===== src/rtl/conv_seq_pkg.sv =====
package conv_seq_pkg;
    typedef enum logic [1:0] {
        ST_IDLE  = 2'd0,
        ST_CONT  = 2'd1,
        ST_SCAN  = 2'd2,
        ST_DRAIN = 2'd3
    } seq_state_t;
endpackage


===== src/rtl/conv_tick_gen.sv =====
module conv_tick_gen #(
    parameter int OSC_DIV = 8
) (
    input  logic clk,
    input  logic rst_n,
    input  logic osc_run,
    input  logic ext_sel,
    input  logic conv_clk,
    output logic tick
);
    localparam int OW = (OSC_DIV > 1) ? $clog2(OSC_DIV) : 1;
    localparam logic [OW-1:0] OSC_LAST = OW'(OSC_DIV - 1);

    logic [OW-1:0] osc_cnt;
    logic          cclk_q;

    always_ff @(posedge clk or negedge rst_n) begin
        if (!rst_n) begin
            osc_cnt <= '0;
            cclk_q  <= 1'b0;
        end else begin
            cclk_q <= conv_clk;
            if (!osc_run || osc_cnt == OSC_LAST) begin
                osc_cnt <= '0;
            end else begin
                osc_cnt <= osc_cnt + 1'b1;
            end
        end
    end

    // external mode: rising edge of the sampled conversion clock
    // internal mode: divider terminal count while the oscillator runs
    assign tick = ext_sel ? (conv_clk & ~cclk_q)
                          : (osc_run && osc_cnt == OSC_LAST);
endmodule


===== src/rtl/conv_hold.sv =====
module conv_hold #(
    parameter int NCH = 4,
    parameter int DW  = 10,
    parameter int CW  = 2
) (
    input  logic              clk,
    input  logic              rst_n,
    input  logic              capture,
    input  logic [NCH*DW-1:0] live,
    input  logic [CW-1:0]     sel,
    output logic [DW-1:0]     sel_data
);
    logic [NCH-1:0][DW-1:0] live_arr;
    logic [NCH-1:0][DW-1:0] hold_arr;

    for (genvar g = 0; g < NCH; g++) begin : g_ch
        logic [DW-1:0] hold_r;
        always_ff @(posedge clk or negedge rst_n) begin
            if (!rst_n) begin
                hold_r <= '0;
            end else if (capture) begin
                hold_r <= live[g*DW +: DW];
            end
        end
        assign live_arr[g] = live[g*DW +: DW];
        assign hold_arr[g] = hold_r;
    end

    // on the hold tick itself the live value is the one being frozen
    assign sel_data = capture ? live_arr[sel] : hold_arr[sel];
endmodule


===== src/rtl/conv_pipe.sv =====
module conv_pipe #(
    parameter int DEPTH = 8,
    parameter int DW    = 10,
    parameter int CW    = 2
) (
    input  logic          clk,
    input  logic          rst_n,
    input  logic          adv,
    input  logic          flush,
    input  logic          in_vld,
    input  logic [DW-1:0] in_data,
    input  logic [CW-1:0] in_chan,
    output logic          out_wr,
    output logic [DW-1:0] out_data,
    output logic [CW-1:0] out_chan
);
    logic [DEPTH-1:0]          st_vld;
    logic [DEPTH-1:0][DW-1:0]  st_dat;
    logic [DEPTH-1:0][CW-1:0]  st_chn;

    for (genvar g = 0; g < DEPTH; g++) begin : g_stage
        logic          v_nx;
        logic [DW-1:0] d_nx;
        logic [CW-1:0] c_nx;
        logic          v_r;
        logic [DW-1:0] d_r;
        logic [CW-1:0] c_r;

        if (g == 0) begin : g_head
            assign v_nx = in_vld;
            assign d_nx = in_data;
            assign c_nx = in_chan;
        end else begin : g_body
            assign v_nx = st_vld[g-1];
            assign d_nx = st_dat[g-1];
            assign c_nx = st_chn[g-1];
        end

        always_ff @(posedge clk or negedge rst_n) begin
            if (!rst_n) begin
                v_r <= 1'b0;
                d_r <= '0;
                c_r <= '0;
            end else if (flush) begin
                v_r <= 1'b0;
            end else if (adv) begin
                v_r <= v_nx;
                d_r <= d_nx;
                c_r <= c_nx;
            end
        end

        assign st_vld[g] = v_r;
        assign st_dat[g] = d_r;
        assign st_chn[g] = c_r;
    end

    always_ff @(posedge clk or negedge rst_n) begin
        if (!rst_n) begin
            out_wr   <= 1'b0;
            out_data <= '0;
            out_chan <= '0;
        end else if (flush) begin
            out_wr <= 1'b0;
        end else if (adv) begin
            out_wr   <= st_vld[DEPTH-1];
            out_data <= st_dat[DEPTH-1];
            out_chan <= st_chn[DEPTH-1];
        end else begin
            out_wr <= 1'b0;
        end
    end
endmodule


===== src/rtl/conv_sequencer.sv =====
module conv_sequencer
    import conv_seq_pkg::*;
#(
    parameter int NCH     = 4,
    parameter int DW      = 10,
    parameter int DEPTH   = 8,
    parameter int OSC_DIV = 8,
    localparam int CW     = (NCH > 1) ? $clog2(NCH) : 1
) (
    input  logic              clk,
    input  logic              rst_n,
    input  logic              mode_single,
    input  logic [CW-1:0]     chan_sel_cnt,
    input  logic              start_n,
    input  logic              conv_clk,
    input  logic [NCH*DW-1:0] ch_sample,
    output logic              fifo_wr,
    output logic [DW-1:0]     fifo_data,
    output logic [CW-1:0]     fifo_chan,
    output logic              busy,
    output logic              busy_err
);
    localparam int DCW = $clog2(DEPTH + 1);
    localparam logic [DCW-1:0] DRAIN_LAST = DCW'(DEPTH - 1);

    seq_state_t    state_q, state_d;
    logic [CW-1:0] idx_q;
    logic [CW-1:0] cnt_lat_q;
    logic [CW-1:0] cnt_use;
    logic [DCW-1:0] drain_q;
    logic          start_q;
    logic          err_q;
    logic          start_fall;
    logic          tick;
    logic          osc_run;
    logic          ext_sel;
    logic          cont_hold;
    logic          scan_hold;
    logic          capture;
    logic          inject;
    logic          flush;
    logic [DW-1:0] sel_data;

    assign start_fall = start_q & ~start_n;
    assign osc_run    = (state_q == ST_SCAN) || (state_q == ST_DRAIN);
    assign ext_sel    = (state_q == ST_CONT);
    assign cont_hold  = (state_q == ST_CONT) && tick && (idx_q == '0);
    assign scan_hold  = (state_q == ST_IDLE) && mode_single && start_fall;
    assign capture    = cont_hold | scan_hold;
    assign cnt_use    = cont_hold ? chan_sel_cnt : cnt_lat_q;
    assign inject     = tick && ((state_q == ST_CONT) || (state_q == ST_SCAN));
    assign flush      = (state_q == ST_CONT) && mode_single;

    conv_tick_gen #(.OSC_DIV(OSC_DIV)) u_tick (
        .clk      (clk),
        .rst_n    (rst_n),
        .osc_run  (osc_run),
        .ext_sel  (ext_sel),
        .conv_clk (conv_clk),
        .tick     (tick)
    );

    conv_hold #(.NCH(NCH), .DW(DW), .CW(CW)) u_hold (
        .clk      (clk),
        .rst_n    (rst_n),
        .capture  (capture),
        .live     (ch_sample),
        .sel      (idx_q),
        .sel_data (sel_data)
    );

    conv_pipe #(.DEPTH(DEPTH), .DW(DW), .CW(CW)) u_pipe (
        .clk      (clk),
        .rst_n    (rst_n),
        .adv      (tick),
        .flush    (flush),
        .in_vld   (inject),
        .in_data  (sel_data),
        .in_chan  (idx_q),
        .out_wr   (fifo_wr),
        .out_data (fifo_data),
        .out_chan (fifo_chan)
    );

    // state register
    always_ff @(posedge clk or negedge rst_n) begin
        if (!rst_n) begin
            state_q <= ST_IDLE;
        end else begin
            state_q <= state_d;
        end
    end

    // next-state logic
    always_comb begin
        state_d = state_q;
        unique case (state_q)
            ST_IDLE: begin
                if (!mode_single) begin
                    state_d = ST_CONT;
                end else if (start_fall) begin
                    state_d = ST_SCAN;
                end
            end
            ST_CONT: begin
                if (mode_single) begin
                    state_d = ST_IDLE;
                end
            end
            ST_SCAN: begin
                if (tick && idx_q == cnt_lat_q) begin
                    state_d = ST_DRAIN;
                end
            end
            ST_DRAIN: begin
                if (tick && drain_q == DRAIN_LAST) begin
                    state_d = ST_IDLE;
                end
            end
            default: state_d = ST_IDLE;
        endcase
    end

    // sequencing registers
    always_ff @(posedge clk or negedge rst_n) begin
        if (!rst_n) begin
            idx_q     <= '0;
            cnt_lat_q <= '0;
            drain_q   <= '0;
            start_q   <= 1'b1;
            err_q     <= 1'b0;
        end else begin
            start_q <= start_n;
            if (capture) begin
                cnt_lat_q <= chan_sel_cnt;
            end
            if (start_fall && osc_run) begin
                err_q <= 1'b1;
            end
            unique case (state_q)
                ST_IDLE: begin
                    idx_q   <= '0;
                    drain_q <= '0;
                end
                ST_CONT: begin
                    if (mode_single) begin
                        idx_q <= '0;
                    end else if (tick) begin
                        idx_q <= (idx_q == cnt_use) ? '0 : idx_q + 1'b1;
                    end
                end
                ST_SCAN: begin
                    drain_q <= '0;
                    if (tick) begin
                        idx_q <= idx_q + 1'b1;
                    end
                end
                ST_DRAIN: begin
                    if (tick) begin
                        drain_q <= drain_q + 1'b1;
                    end
                end
                default: idx_q <= '0;
            endcase
        end
    end

    // outputs
    always_comb begin
        busy     = osc_run;
        busy_err = err_q;
    end
endmodule


===== config.mk =====
export PLATFORM = sky130hd
export DESIGN_NAME = conv_sequencer
export DESIGN_NICKNAME = d
export VERILOG_FILES = /design/src/rtl/conv_seq_pkg.sv /design/src/rtl/conv_tick_gen.sv /design/src/rtl/conv_hold.sv /design/src/rtl/conv_pipe.sv /design/src/rtl/conv_sequencer.sv
export SDC_FILE = /design/constraint.sdc
export NUM_CORES = 1
export LEC_CHECK = 0
export BUFFER_PORTS_ARGS = -buffer_cell sky130_fd_sc_hd__buf_2
export CAP_MARGIN = 20
export CORE_ASPECT_RATIO = 0.5
export CORE_MARGIN = 2
export CORE_UTILIZATION = 30
export CTS_CLUSTER_SIZE = 24
export DETAILED_ROUTE_END_ITERATION = 10
export GPL_TIMING_DRIVEN = 0
export PLACE_DENSITY = 0.58
export SLEW_MARGIN = 20
export SYNTH_ARGS = -nofsm -noshare
export SYNTH_HDL_FRONTEND = slang
export SYNTH_HIERARCHICAL = 1
export SYNTH_SLANG_ARGS = --single-unit

===== constraint.sdc =====
create_clock -name clk -period 3.65 [get_ports clk]
set_input_delay 0.73 -clock clk [delete_from_list [all_inputs] [get_ports clk]]
set_output_delay 0.73 -clock clk [all_outputs]
set_load 0.05 [all_outputs]

==> flow_summary.toml, run 1 <==
[run_status]
outcome = "finished, final reports clean"

[synthesis]
synth_area_um2 = 7488
synthCells = 464
yosysTopAreaCell = "dfrtp_1"
synth.area.top_cells = "dfrtp_1 57%, mux2_2 23%, mux4_1 7.0%, mux2_4 1.8%, ha_1 1.3%"
ys_ff_latch = 173
ys_warn_count = 6
synth_top_area_share_pct = 57.48
synth_nets = 519
yosysUniqueCellTypes = 41
syn_avg_cell_area_um2 = 16.14
synth_seq_area_share_pct = 57.83

[job]
drv_cap = 0

[cells_and_area]
finalNetCount = 599
fin_area_um2 = 8853
drive_gt1_share_pct = 50.99
synthToLayoutAreaGrowth_pct = 18.23
final_core_util_pct = 36.47

[route]
drtPass1Iterations = 4
avgRoutedWirePerCell_um = 14.83
drc = 0
routed_via_density = 4.451
vias = 3984
ant_nets = 0
routed_wirelength_um = 13270
drt_iter0_markers = 163

[pwr]
leakage_uw = 0.004218
ir_worst_vdd_v = 0.0002463
power.density_nw_per_um2 = 688.7

[sta]
fin_tns_setup_ns = 0
fin_ws_ns = 0.3351
tightest_slew_ns = 0.5901
rsz0062_at_grt = "no"
fin_worst_skew_ns = 0.008254
slew_violations = 0
max-slew-margin-rel_pct = 60.66
finalSetupViolCount = 0
fin_worst_hold_slack_ns = 0.2646
hold_viol_final = 0
min_period_over_period_pct = 90.82
fin_crit_ns = 3.315
timing.fmax_mhz = 301.7

[cts]
postCtsHoldBufs = 0
clkTransAtPathRegs_ns = 0.07
cts_tree = "done"
clock_path_buffers = 2
post_cts_resized = 0
clk_latency_ns = 0.43
cts-root-buf = "clkbuf_16"
h-tree-depth = 4
post_cts_buffers = 0
numCtsBuffers = 17
cts.sinks = 173

[setup_path]
cpPeakStageDelay_ns = 0.41
cp-start-kind = "register"
cp_slowest_cell = "dfrtp_1"
critical_path.max_fanout = 10
r2r_end = "u_pipe/g_stage[0].d_r[1]"
worst_ep_required_time_ns = 3.95
worstPathArrival_ns = 3.62
crit_path_cell_trace = "inv_1, ha_2, nor2_1, inv_1, nand2_1, o21ai_1, buf_4, nand3_2, o21ai_1, clkbuf_1, buf_2, mux4_1, mux2_2, mux2_2"
critPathKind = "reg -> reg"
endpoint_kind = "register"
reg2reg_depth = 14
rr_startpoint = "state_q[0]"
rrSetupSlack_ns = 0.34

[die]
fp.coreArea_um2 = 24270
rows = 40
start_util_pct = 30.85
die_y_um = 115.7
dieArea_um2 = 26320
io_pins = 62
fp.dieW_um = 227.4

[placement]
post_dp_cell_area_um2 = 8252
io_buffers = 61
post-place-ws_ns = 0.1241
gp_congestion = 0.7112
hpwl_um = 9364

[global_route]
grt_usage_pct = 11.01
grt_start_max_net_pins = 102
gr-total-overflow = 0
grt_pass1_wl_um = 22370
antenna_found_initial = 4
grt_pass1_vias = 4187

[min_path]
hold_class = "in -> async"
-- cell type report --
cell class	instances	area, um2
fillers	2292	15420
flip-flops and latches	173	4330
multi-input cells	258	2965
clock buffers	19	442.9
well taps	336	420.4
repair buffers	62	342.8
plain buffers	26	168.9
clock inverters	13	155.1
inverters	6	22.52
diodes	2	5.005
-- worst max-delay path: cells and delay by family (launching register included) --
| family | cells | cell delay [ns] |
|---|---|---|
| compound gates | 2 | 0.34 |
| fa+ha+maj | 1 | 0.28 |
| buf+inv | 5 | 0.94 |
| flops | 1 | 0.41 |
| mux | 3 | 0.93 |
| simple gates | 3 | 0.28 |
-- power breakdown --
group          total (uW)  switching [uW]  leakage [uW]  internal [uW]
clock                1830             791      0.000277           1040
sequential           2740             263       0.00227           2480
combinational        1520             617       0.00167            907
total                6100            1670       0.00422           4430
-- layer usage --
layer  GRT usage (%)  wire, um  vias to the layer above
li1                -         -                     1873
met1           14.65      6466                     2060
met2           16.93      6139                       33
met3           3.626       514                       14
met4           3.922       138                        4
met5               0        14                        -
-- Yosys cell counts --
cell type,number
nand3b_1,1
a2bb2oi_1,1
dfstp_2,1
xor2_1,1
clkbuf_1,3
and3b_1,2
mux2_4,9
nand2b_1,1
buf_2,15
dfrtp_1,172
a32oi_1,1
nand3_1,3
xnor2_1,6
buf_4,2
nor2b_1,1
nand4b_1,1
buf_6,6
nand4_1,1
mux4_1,20
and2b_1,1
o21ai_0,2
o21bai_1,1
nand3_2,1
a22o_1,4
nand2b_4,1
nand2_1,6
o2bb2ai_1,1
buf_1,1
mux2_2,152
nor3_1,1
mux2i_1,10
and2_1,2
ha_1,8
a221oi_2,1
o32ai_1,1
nor3b_2,1
and2b_2,1
o21ai_1,2
a22oi_1,1
inv_1,6
nor2_1,13
-- placed cells by master, fill, tap and decap left out, drive strengths merged, types with 4 or more instances in the layout --
master | synthesis | final
mux2i | 10 | 10
mux4 | 20 | 20
nor2 | 13 | 13
a22o | 4 | 4
dfrtp | 172 | 172
ha | 8 | 8
mux2 | 161 | 161
buf | 24 | 86
nand2 | 6 | 6
inv | 6 | 11
nand3 | 4 | 4
clkinvlp | 0 | 5
clkbuf | 3 | 21
o21ai | 4 | 4
xnor2 | 6 | 6
-- cells by family after synthesis --
family / after synthesis / share of synthesized area (%)
AOI/OAI and AO/OA: 15 / 1.604
buffers and inverters: 33 / 2.606
and+or+nand+nor: 37 / 2.790
muxes: 191 / 33.02
DFF: 173 / 57.83
adders and majority gates: 8 / 1.337
xor gates and xnor gates: 7 / 0.8187
-- how the worst max path moves through the flow --
stage                                           to        from
after global placement          u_pipe/out_data[5]       rst_n
after CTS                 u_pipe/g_stage[0].d_r[9]  state_q[0]
final                     u_pipe/g_stage[0].d_r[1]  state_q[0]
after floorplan           u_pipe/g_stage[0].d_r[2]  state_q[0]
after global routing      u_pipe/g_stage[0].d_r[9]  state_q[0]
after detailed placement  u_pipe/g_stage[0].d_r[9]  state_q[0]
-- flip-flops by register name (all words and copies together) (netlist names) --
register	cells
busy_err	1
u_pipe/out_data	10
idx_q	2
u_pipe/out_chan	2
u_pipe/out_wr	1
cnt_lat_q	2
start_q	1
u_pipe/g_stage.v_r	8
u_tick/osc_cnt	3
state_q	2
u_pipe/g_stage.d_r	80
u_pipe/g_stage.c_r	16
u_hold/g_ch.hold_r	40
drain_q	4
u_tick/cclk_q	1
-- through the flow --
stage	instances	power [uW]
after floorplan	464	3933
after global placement	861	4245
after detailed placement	862	4323
after CTS	894	6182
after global routing	895	6472
final	895	6097
Note: power is estimated with default switching activity, not from simulation.
==> inputs of run 2 (changes only) <==
==> constraint.sdc (replaced) <==
create_clock -name clk -period 3.5 [get_ports clk]
set_input_delay 0.7 -clock clk [delete_from_list [all_inputs] [get_ports clk]]
set_output_delay 0.7 -clock clk [all_outputs]
set_load 0.05 [all_outputs]
==> flow_summary.toml, run 2 (synthesized netlist as in run 1, its figures left out) <==
[run_status]
outcome = "finished, final reports clean"

[cts]
clkTransAtPathRegs_ns = 0.07
cts.sinks = 173
clk_latency_ns = 0.43
clock_path_buffers = 2
h-tree-depth = 4
postCtsHoldBufs = 0
cts_tree = "done"
numCtsBuffers = 17
post_cts_buffers = 0
cts-root-buf = "clkbuf_16"

[cells_and_area]
nFillCells = 2290
largestRegisters = "u_pipe/g_stage.d_r: 80 flops, u_hold/g_ch.hold_r: 40 flops, u_pipe/g_stage.c_r: 16 flops"
largest_reg_flops = 80
drive_gt1_share_pct = 51.17
finalNetCount = 599
final_core_util_pct = 36.49
synthToLayoutAreaGrowth_pct = 18.28
final_common_cell = "dfrtp_1"
multi_input_area_um2 = 2965
final_cell_mix = "172 x dfrtp_1, 152 x mux2_2, 74 x buf_2"
top_register = "u_pipe/g_stage.d_r"
regArea_um2 = 4330

[sta]
tightest_slew_ns = 0.5901
max-slew-margin-rel_pct = 60.66
fin_worst_skew_ns = 0.008467
rsz0062_at_grt = "no"
min_period_over_period_pct = 91.85
timing.fmax_mhz = 311.1
hold_viol_final = 0
finalSetupViolCount = 0
fin_crit_ns = 3.215
fin_worst_hold_slack_ns = 0.2344
slew_violations = 0

[placement]
hpwl_um = 9364
io_buffers = 61
gp_congestion = 0.7112

[die]
io_pins = 62
die_y_um = 115.7
start_util_pct = 30.85
dieArea_um2 = 26320
fp.coreArea_um2 = 24270
fp.dieW_um = 227.4
rows = 40

[global_route]
grt_pass1_wl_um = 22370
grt_start_max_net_pins = 102
grt_usage_pct = 11.01
grt_pass1_vias = 4184
gr-total-overflow = 0
antenna_found_initial = 4

[setup_path]
cp_slowest_cell = "dfrtp_1"
cp-start-kind = "register"
crit_path_cell_trace = "inv_1, ha_2, nor2_1, inv_1, nand2_1, o21ai_1, buf_4, nand3_2, o21ai_1, clkbuf_2, clkbuf_4, mux4_1, mux2_2, mux2_2"
r2r_end = "u_pipe/g_stage[0].d_r[1]"
cpPeakStageDelay_ns = 0.41
cp_num_buf_inv = 5
critPathKind = "reg -> reg"
worstPathArrival_ns = 3.52
rrSetupSlack_ns = 0.29
critical_path.max_fanout = 10
endpoint_kind = "register"
critical-path-top-delay-family = "multiplexers"
reg2reg_depth = 14
worst_ep_required_time_ns = 3.80
rr_startpoint = "state_q[0]"

[route]
ant_nets = 0
drc = 0
vias = 3986
drtPass1Iterations = 4
routed_via_density = 4.454
avgRoutedWirePerCell_um = 14.82
routed_wirelength_um = 13270
drt_iter0_markers = 165

[pwr]
leakage_uw = 0.004221
ir_worst_vdd_v = 0.0002569
power.density_nw_per_um2 = 718.1

[job]
drv_cap = 0

[min_path]
hold_class = "in -> async"
-- run 2: cell count changes in the layout (fill, tap and decap cells not counted) --
cell,before,now
clkbuf_4,0,1
buf_2,75,74
clkbuf_2,0,1
clkbuf_1,3,2
-- run 2: how the worst max path moves through the flow --
stage / from / end / slack, ns / depth (start not counted)
floorplan: state_q[0] / u_pipe/g_stage[0].d_r[2] / 0.24 / 15
global placement: rst_n / u_pipe/out_data[5] / -0.96 / 1
detailed placement: state_q[0] / u_pipe/g_stage[0].d_r[9] / -0.03 / 15
CTS: state_q[0] / u_pipe/g_stage[0].d_r[9] / 0.05 / 14
global route: state_q[0] / u_pipe/g_stage[0].d_r[7] / 0.05 / 14
finish: state_q[0] / u_pipe/g_stage[0].d_r[1] / 0.29 / 14
-- run 2: area by class of cell --
| type | count | share of cell area [%] |
|---|---|---|
| diodes | 2 | 0.05651 |
| plain buffers | 26 | 1.949 |
| clock buffers | 19 | 5.001 |
| clock inverters | 13 | 1.752 |
| inverters | 6 | 0.2543 |
| multi-input cells | 258 | 33.48 |
| flip-flops and latches | 173 | 48.89 |
| well taps | 336 | 4.746 |
| repair buffers | 62 | 3.871 |
-- run 2: per-layer routing --
layer  wire, um  global-route usage [%]  share of wire (%)
met5         14                       0               0.11
met4        138                   3.922                1.0
met3        520                   3.626                3.9
met2       6137                   16.93                 46
met1       6455                   14.65                 49
-- run 2: what timing repair did --
| item | 4_1_cts | 5_1_grt |
|---|---|---|
| cloned | 0 | 0 |
| resized for setup | 0 | 3 |
| endpoints found under the hold margin | 0 | 0 |
| setup endpoints to repair | 10 | 10 |
-- run 2: power breakdown --
group | total [uW] | switching, uW | leakage (uW) | internal, uW
Clock | 1910 | 825 | 0.000277 | 1090
Combinational | 1590 | 643 | 0.00167 | 947
Sequential | 2860 | 275 | 0.00227 | 2580
-- run 2: per-stage QoR --
step | cells | TNS [ns] | power (uW) | instance area [um2] | setup WS (ns)
4_1_cts | 893 | 0 | 6447 | 8846 | 0.05107
6_report | 895 | 0 | 6360 | 8857 | 0.2852
3_5_place_dp | 862 | -0.07191 | 4508 | 8252 | -0.02588
2_1_floorplan | 464 | 0 | 4102 | 7488 | 0.2418
3_3_place_gp | 861 | -160.56 | 4427 | 8214 | -0.9564
5_1_grt | 895 | 0 | 6751 | 8857 | 0.05028
